$ cat src/rtl/cfp_pkg.sv
package cfp_pkg;

  localparam int unsigned OCTET_W = 8;
  localparam int unsigned MAC_W   = 48;
  localparam int unsigned SEQ_W   = 16;

  localparam logic [15:0] FRAME_TYPE = 16'hFADE;
  localparam logic [15:0] CMD_WORD_START = 16'h0001;
  localparam logic [15:0] CMD_WORD_ACK   = 16'h0003;
  localparam logic [15:0] CMD_WORD_STOP  = 16'h0005;

  // header layout, byte offsets from the first byte of the frame
  localparam int unsigned POS_SRC  = 6;
  localparam int unsigned POS_TYPE = 12;
  localparam int unsigned POS_CMD  = 14;
  localparam int unsigned POS_SEQ  = 16;
  localparam int unsigned HDR_LEN  = 18;

  typedef enum logic [1:0] {
    EV_NONE,
    EV_START,
    EV_ACK,
    EV_STOP
  } frame_event_e;

  // octet idx of an address, 0 = most significant
  function automatic logic [OCTET_W-1:0] addr_octet(input logic [MAC_W-1:0] addr, input int idx);
    logic [MAC_W-1:0] shifted;
    shifted = addr << (OCTET_W * idx);
    return shifted[MAC_W-1 -: OCTET_W];
  endfunction

endpackage

$ cat src/rtl/cfp_hdr_tracker.sv
module cfp_hdr_tracker
  import cfp_pkg::*;
#(
  parameter int unsigned IDX_W = 5
) (
  input  logic               clk,
  input  logic               rst_n,
  input  logic [MAC_W-1:0]   local_mac,
  input  logic               rx_valid,
  input  logic [OCTET_W-1:0] rx_byte,
  input  logic               rx_sof,
  input  logic               rx_eof,
  output logic               byte_take,
  output logic [IDX_W-1:0]   byte_pos,
  output logic               dst_match,
  output logic [MAC_W-1:0]   src_addr,
  output logic [15:0]        type_word,
  output logic [15:0]        cmd_word,
  output logic [OCTET_W-1:0] seq_high
);

  localparam logic [IDX_W-1:0] P_SRC  = IDX_W'(POS_SRC);
  localparam logic [IDX_W-1:0] P_TYPE = IDX_W'(POS_TYPE);
  localparam logic [IDX_W-1:0] P_CMD  = IDX_W'(POS_CMD);
  localparam logic [IDX_W-1:0] P_SEQ  = IDX_W'(POS_SEQ);
  localparam logic [IDX_W-1:0] P_CAP  = IDX_W'(HDR_LEN);

  logic             open_q;
  logic [IDX_W-1:0] next_q;

  // position counter saturates past the header so padding never wraps it
  function automatic logic [IDX_W-1:0] advance(input logic [IDX_W-1:0] p);
    return (p >= P_CAP) ? P_CAP : p + 1'b1;
  endfunction

  assign byte_take = rx_valid && (rx_sof || open_q);
  assign byte_pos  = rx_sof ? '0 : next_q;

  always_ff @(posedge clk or negedge rst_n) begin
    if (!rst_n) begin
      open_q    <= 1'b0;
      next_q    <= '0;
      dst_match <= 1'b0;
      src_addr  <= '0;
      type_word <= '0;
      cmd_word  <= '0;
      seq_high  <= '0;
    end else if (byte_take) begin
      open_q <= !rx_eof;
      next_q <= advance(byte_pos);
      if (byte_pos < P_SRC) begin
        dst_match <= ((byte_pos == '0) || dst_match) &&
                     (rx_byte == addr_octet(local_mac, int'(byte_pos)));
      end else if (byte_pos < P_TYPE) begin
        src_addr <= {src_addr[MAC_W-OCTET_W-1:0], rx_byte};
      end else if (byte_pos < P_CMD) begin
        type_word <= {type_word[7:0], rx_byte};
      end else if (byte_pos < P_SEQ) begin
        cmd_word <= {cmd_word[7:0], rx_byte};
      end else if (byte_pos == P_SEQ) begin
        seq_high <= rx_byte;
      end
    end
  end

endmodule

$ cat src/rtl/cfp_cmd_decode.sv
module cfp_cmd_decode
  import cfp_pkg::*;
#(
  parameter int unsigned IDX_W = 5
) (
  input  logic               byte_take,
  input  logic [IDX_W-1:0]   byte_pos,
  input  logic [OCTET_W-1:0] rx_byte,
  input  logic               dst_match,
  input  logic [15:0]        type_word,
  input  logic [15:0]        cmd_word,
  input  logic [OCTET_W-1:0] seq_high,
  output frame_event_e       ev,
  output logic [SEQ_W-1:0]   seq_word
);

  localparam logic [IDX_W-1:0] P_CMD_LAST = IDX_W'(POS_CMD + 1);
  localparam logic [IDX_W-1:0] P_SEQ_LAST = IDX_W'(POS_SEQ + 1);

  logic        hdr_ok;
  logic [15:0] cmd_now;

  assign hdr_ok   = dst_match && (type_word == FRAME_TYPE);
  assign cmd_now  = {cmd_word[7:0], rx_byte};
  assign seq_word = {seq_high, rx_byte};

  always_comb begin
    ev = EV_NONE;
    if (byte_take && hdr_ok) begin
      if (byte_pos == P_CMD_LAST) begin
        if (cmd_now == CMD_WORD_START)     ev = EV_START;
        else if (cmd_now == CMD_WORD_STOP) ev = EV_STOP;
      end else if (byte_pos == P_SEQ_LAST && cmd_word == CMD_WORD_ACK) begin
        ev = EV_ACK;
      end
    end
  end

endmodule

$ cat src/rtl/ctrl_frame_parser.sv
module ctrl_frame_parser
  import cfp_pkg::*;
#(
  parameter int unsigned SLOT_W = 5,
  localparam int unsigned SET_W = SEQ_W - SLOT_W
) (
  input  logic              clk,
  input  logic              rst_n,
  input  logic [47:0]       local_mac,
  input  logic              rx_valid,
  input  logic [7:0]        rx_byte,
  input  logic              rx_sof,
  input  logic              rx_eof,
  output logic              start_pulse,
  output logic              stop_pulse,
  output logic              ack_pulse,
  output logic [SET_W-1:0]  ack_set,
  output logic [SLOT_W-1:0] ack_slot,
  output logic [47:0]       peer_mac
);

  localparam int unsigned IDX_W = $clog2(HDR_LEN + 1);

  function automatic logic [SLOT_W-1:0] slot_of(input logic [SEQ_W-1:0] s);
    return s[SLOT_W-1:0];
  endfunction

  function automatic logic [SET_W-1:0] set_of(input logic [SEQ_W-1:0] s);
    return s[SEQ_W-1:SLOT_W];
  endfunction

  logic               byte_take;
  logic [IDX_W-1:0]   byte_pos;
  logic               hdr_dst_ok;
  logic               hdr_type_ok;
  logic [MAC_W-1:0]   src_addr;
  logic [15:0]        type_word;
  logic [15:0]        cmd_word;
  logic [OCTET_W-1:0] seq_high;
  frame_event_e       ev_now;
  logic [SEQ_W-1:0]   seq_word;

  cfp_hdr_tracker #(.IDX_W(IDX_W)) u_track (
    .clk       (clk),
    .rst_n     (rst_n),
    .local_mac (local_mac),
    .rx_valid  (rx_valid),
    .rx_byte   (rx_byte),
    .rx_sof    (rx_sof),
    .rx_eof    (rx_eof),
    .byte_take (byte_take),
    .byte_pos  (byte_pos),
    .dst_match (hdr_dst_ok),
    .src_addr  (src_addr),
    .type_word (type_word),
    .cmd_word  (cmd_word),
    .seq_high  (seq_high)
  );

  cfp_cmd_decode #(.IDX_W(IDX_W)) u_dec (
    .byte_take (byte_take),
    .byte_pos  (byte_pos),
    .rx_byte   (rx_byte),
    .dst_match (hdr_dst_ok),
    .type_word (type_word),
    .cmd_word  (cmd_word),
    .seq_high  (seq_high),
    .ev        (ev_now),
    .seq_word  (seq_word)
  );

  // observation wire for the checker
  assign hdr_type_ok = (type_word == FRAME_TYPE);

  always_ff @(posedge clk or negedge rst_n) begin
    if (!rst_n) begin
      start_pulse <= 1'b0;
      stop_pulse  <= 1'b0;
      ack_pulse   <= 1'b0;
      ack_set     <= '0;
      ack_slot    <= '0;
      peer_mac    <= '0;
    end else begin
      start_pulse <= (ev_now == EV_START);
      stop_pulse  <= (ev_now == EV_STOP);
      ack_pulse   <= (ev_now == EV_ACK);
      if (ev_now == EV_ACK) begin
        ack_set  <= set_of(seq_word);
        ack_slot <= slot_of(seq_word);
      end
      if (ev_now == EV_START) begin
        peer_mac <= src_addr;
      end
    end
  end

endmodule

$ cat config.mk
export PLATFORM = sky130hd
export DESIGN_NAME = ctrl_frame_parser
export DESIGN_NICKNAME = d
export VERILOG_FILES = /design/src/rtl/cfp_pkg.sv /design/src/rtl/cfp_hdr_tracker.sv /design/src/rtl/cfp_cmd_decode.sv /design/src/rtl/ctrl_frame_parser.sv
export SDC_FILE = /design/constraint.sdc
export NUM_CORES = 1
export LEC_CHECK = 0
export ABC_CLOCK_PERIOD_IN_PS = 3000
export BUFFER_PORTS_ARGS = -buffer_cell sky130_fd_sc_hd__clkbuf_2
export CORE_UTILIZATION = 40
export DETAILED_ROUTE_END_ITERATION = 8
export PLACE_DENSITY_LB_ADDON = 0.15
export SKIP_CTS_REPAIR_TIMING = 1
export SLEW_MARGIN = 0
export SYNTH_ARGS = -nofsm -noshare
export SYNTH_HDL_FRONTEND = slang
export SYNTH_SLANG_ARGS = --single-unit
$ cat constraint.sdc
create_clock -name clk -period 3 [get_ports clk]
set_clock_uncertainty 0.1 [all_clocks]
set_input_delay 0.6 -clock clk [delete_from_list [all_inputs] [get_ports clk]]
set_output_delay 0.6 -clock clk [all_outputs]
set_load 0.02 [all_outputs]
==> metrics <==
Yosys top cell area share 0.566; # nets final 713; Synth Warn # 0; placed cell count 854; Slowest-stage cell, CP mux2_2; crit path DAT 2.77 ns; Cell Area, Synth 7160 um2; initial antenna violation count 0; register area 4050 um2; Avg Cell Area, Syn 14.2 um2; Slew headroom 0.610; Reg power frac 0.459; logic gate share of total power 0.148; IO Port Bufs 127; Leakage 0.00443 uW; Int Pwr 3940 uW; die width 136 um; Initial Utilization 0.411; total wire length 15400 um; worst min-delay path category in2async; Fin. Hold Viols 0; #FFs+latches synth 162; minimum clock period 2.57 ns; core area 17400 um2; max frequency 389 MHz; vias in the first global route 4633; layout cells sized above 1 0.553; # fillers 1546; Psw 1460 uW; # DRC 0; worst-path cell chain clkbuf_2, nand2b_1, inv_1, ha_2, nor3b_2, ha_2, nor4b_4, nand4b_4, nor3_4, buf_12, mux2_2; Vias per Instance 5.16; Syn Inst Count 504; H-Tree Depth 4; worst path required time 3.20 ns; Reg2Reg Setup Slack 0.43 ns; worst slew pin tran 0.585 ns; crit path from rx_sof; Tcrit/Tclk final 0.856; wire length per cell 17.5 um; clock slew at reported path FFs 0.07 ns; switching part of the total power 0.270; Area after DPL 8290 um2; FFs w/ async S/R, synth 1.00; fin. max-slew vios 0; worst skew pair latency 0.42 ns; Sink Count 162; Pwr per Cell Area 608 nW/um2; clock group share of total power 0.393; global-route wire length before repair 25200 um; Worst setup SP type input pin; slowest stage delay, CP 0.36 ns; Rows 48; Clock Path Buffers 2; gp weighted congestion 0.786; Yosys cell types 55; ANT cells 0; Detailed Routing Iterations Pass 1 5; largest area contributor in the netlist dfrtp_1; largest net degree at the start of global routing 60; post-route cell area 8880 um2; Seq/Total Area, Yosys 0.566; Synth area leaders dfrtp_1 57%, mux2_2 21%, mux2_1 4.7%; DRT iter0 DRCs 181; routed vias 4568; Most used DFF post-synth dfrtp_1; CTS buffer count 17; R2R Path Start u_track.next_q[1]$_DFFE_PN0P_; Die Y-Extent 136 um; Syn Nets 569; crit end category flip-flop; RSZ-0062 raised after global routing no; Max Cap Viol 0; hpwl dp 10900 um; P&R area growth vs syn 24.0%; crit-path max FO 25; Final Setup Violations 0; I/O pins 128; total track usage 0.181; status finished, final reports clean; CTS tree built; Crit Path Category in2reg; Multi-input gate area 3030 um2; VDD IR max 0.423 mV; Final Non-Filler Cells 885; antenna-violating nets left 0; DIE AREA 18400 um2; Top cell by count, worst path ha_2; Post-synth EDFFs 0; total grt overflow 0; clock tree root buffer cell clkbuf_16
==> layout by cell type (no fill, tap or decap), types with 3 or more instances in the layout <==
cell type  count
nand4_1        3
xnor2_1        5
nor3_1         7
clkbuf_16     17
mux2_1         8
a221oi_1       5
nand3b_1       5
mux2_4        23
nand2b_1       4
nor2_1         9
nand3_1        3
o21ai_0        7
a21oi_1       12
mux2i_1        5
dfrtp_1      162
inv_6          3
a31oi_1        5
inv_1          5
clkbuf_2     126
o211ai_1       3
clkinv_4       3
buf_4         19
nand2_1       17
mux2_2       135
buf_12         6
or3_1          3
==> layer usage <==
layer	track usage	part of all wire
met1	0.249	0.47
met2	0.282	0.47
met3	0.0429	0.043
met4	0.0543	0.0098
met5	0	0
==> worst max-delay path, delay by kind of cell <==
kind / cells / cell delay, ns
fa+ha+maj: 2 / 0.38
buf+inv: 3 / 0.44
mux: 1 / 0.36
simple gates: 5 / 0.97
==> final timing paths <==
path | to | cells after the start
max reg2reg | ack_slot[0]$_DFFE_PN0P_ | 10
min in group clk | u_track.open_q$_DFFE_PN0P_ | 2
min reg2reg | ack_slot[1]$_DFFE_PN0P_ | 1
max | peer_mac[21]$_DFFE_PN0P_ | 11
max in group asynchronous | u_track.src_addr[1]$_DFFE_PN0P_ | 2
min | peer_mac[39]$_DFFE_PN0P_ | 1
==> final cells by class <==
cell class | instances | share of cell area
clock buffer | 18 | 0.0495
clock inverter | 13 | 0.0169
inverter | 6 | 0.00254
multi-input combinational | 309 | 0.341
sequential | 162 | 0.457
tap | 225 | 0.0317
timing repair buffer | 152 | 0.102
==> cells by family after synthesis <==
family / synth area share
AOI/OAI and AO/OA: 0.0526
xor gates and xnor gates: 0.00611
adders and majority gates: 0.00699
buffers and inverters: 0.0283
DFF: 0.566
muxes: 0.269
and+or+nand+nor: 0.0715
==> cell usage after synthesis, types with 6 or more instances <==
cell,number
buf_2,12
nand2_1,17
dfrtp_1,162
buf_6,6
a21oi_1,12
nor2_1,10
mux2_1,30
o21ai_0,7
nor3_1,7
mux2_2,135
==> state kept, by name, summed over array words and instances, names as in the netlist <==
register           flops
u_track.dst_match      1
u_track.open_q         1
u_track.src_addr      48
ack_slot               5
u_track.type_word     16
start_pulse            1
stop_pulse             1
u_track.cmd_word      16
ack_pulse              1
peer_mac              48
u_track.seq_high       8
u_track.next_q         5
ack_set               11
==> stage by stage <==
step / power, uW / utilization / TNS, ns / hold slack [ns] / setup WS (ns)
after floorplan: 3050 / - / -0.729 / 0.204 / -0.0266
after global placement: 3300 / 0.476 / 0 / 0.371 / 0.0215
after detailed placement: 3330 / 0.476 / -0.0752 / 0.377 / -0.0185
after CTS: 5470 / 0.510 / 0 / 0.0688 / 0.426
after global routing: 5670 / 0.510 / 0 / 0.0876 / 0.318
final: 5400 / 0.510 / 0 / 0.0661 / 0.433
==> power groups by stage <==
stage | clock (uW) | sequential (uW) | combinational (uW)
finish | 2120 | 2480 | 797
global route | 2280 | 2510 | 883
CTS | 2180 | 2480 | 809
detailed placement | 0 | 2520 | 806
global placement | 0 | 2510 | 786
floorplan | 0 | 2490 | 567
No activity file was read; power rests on OpenSTA's default activity.
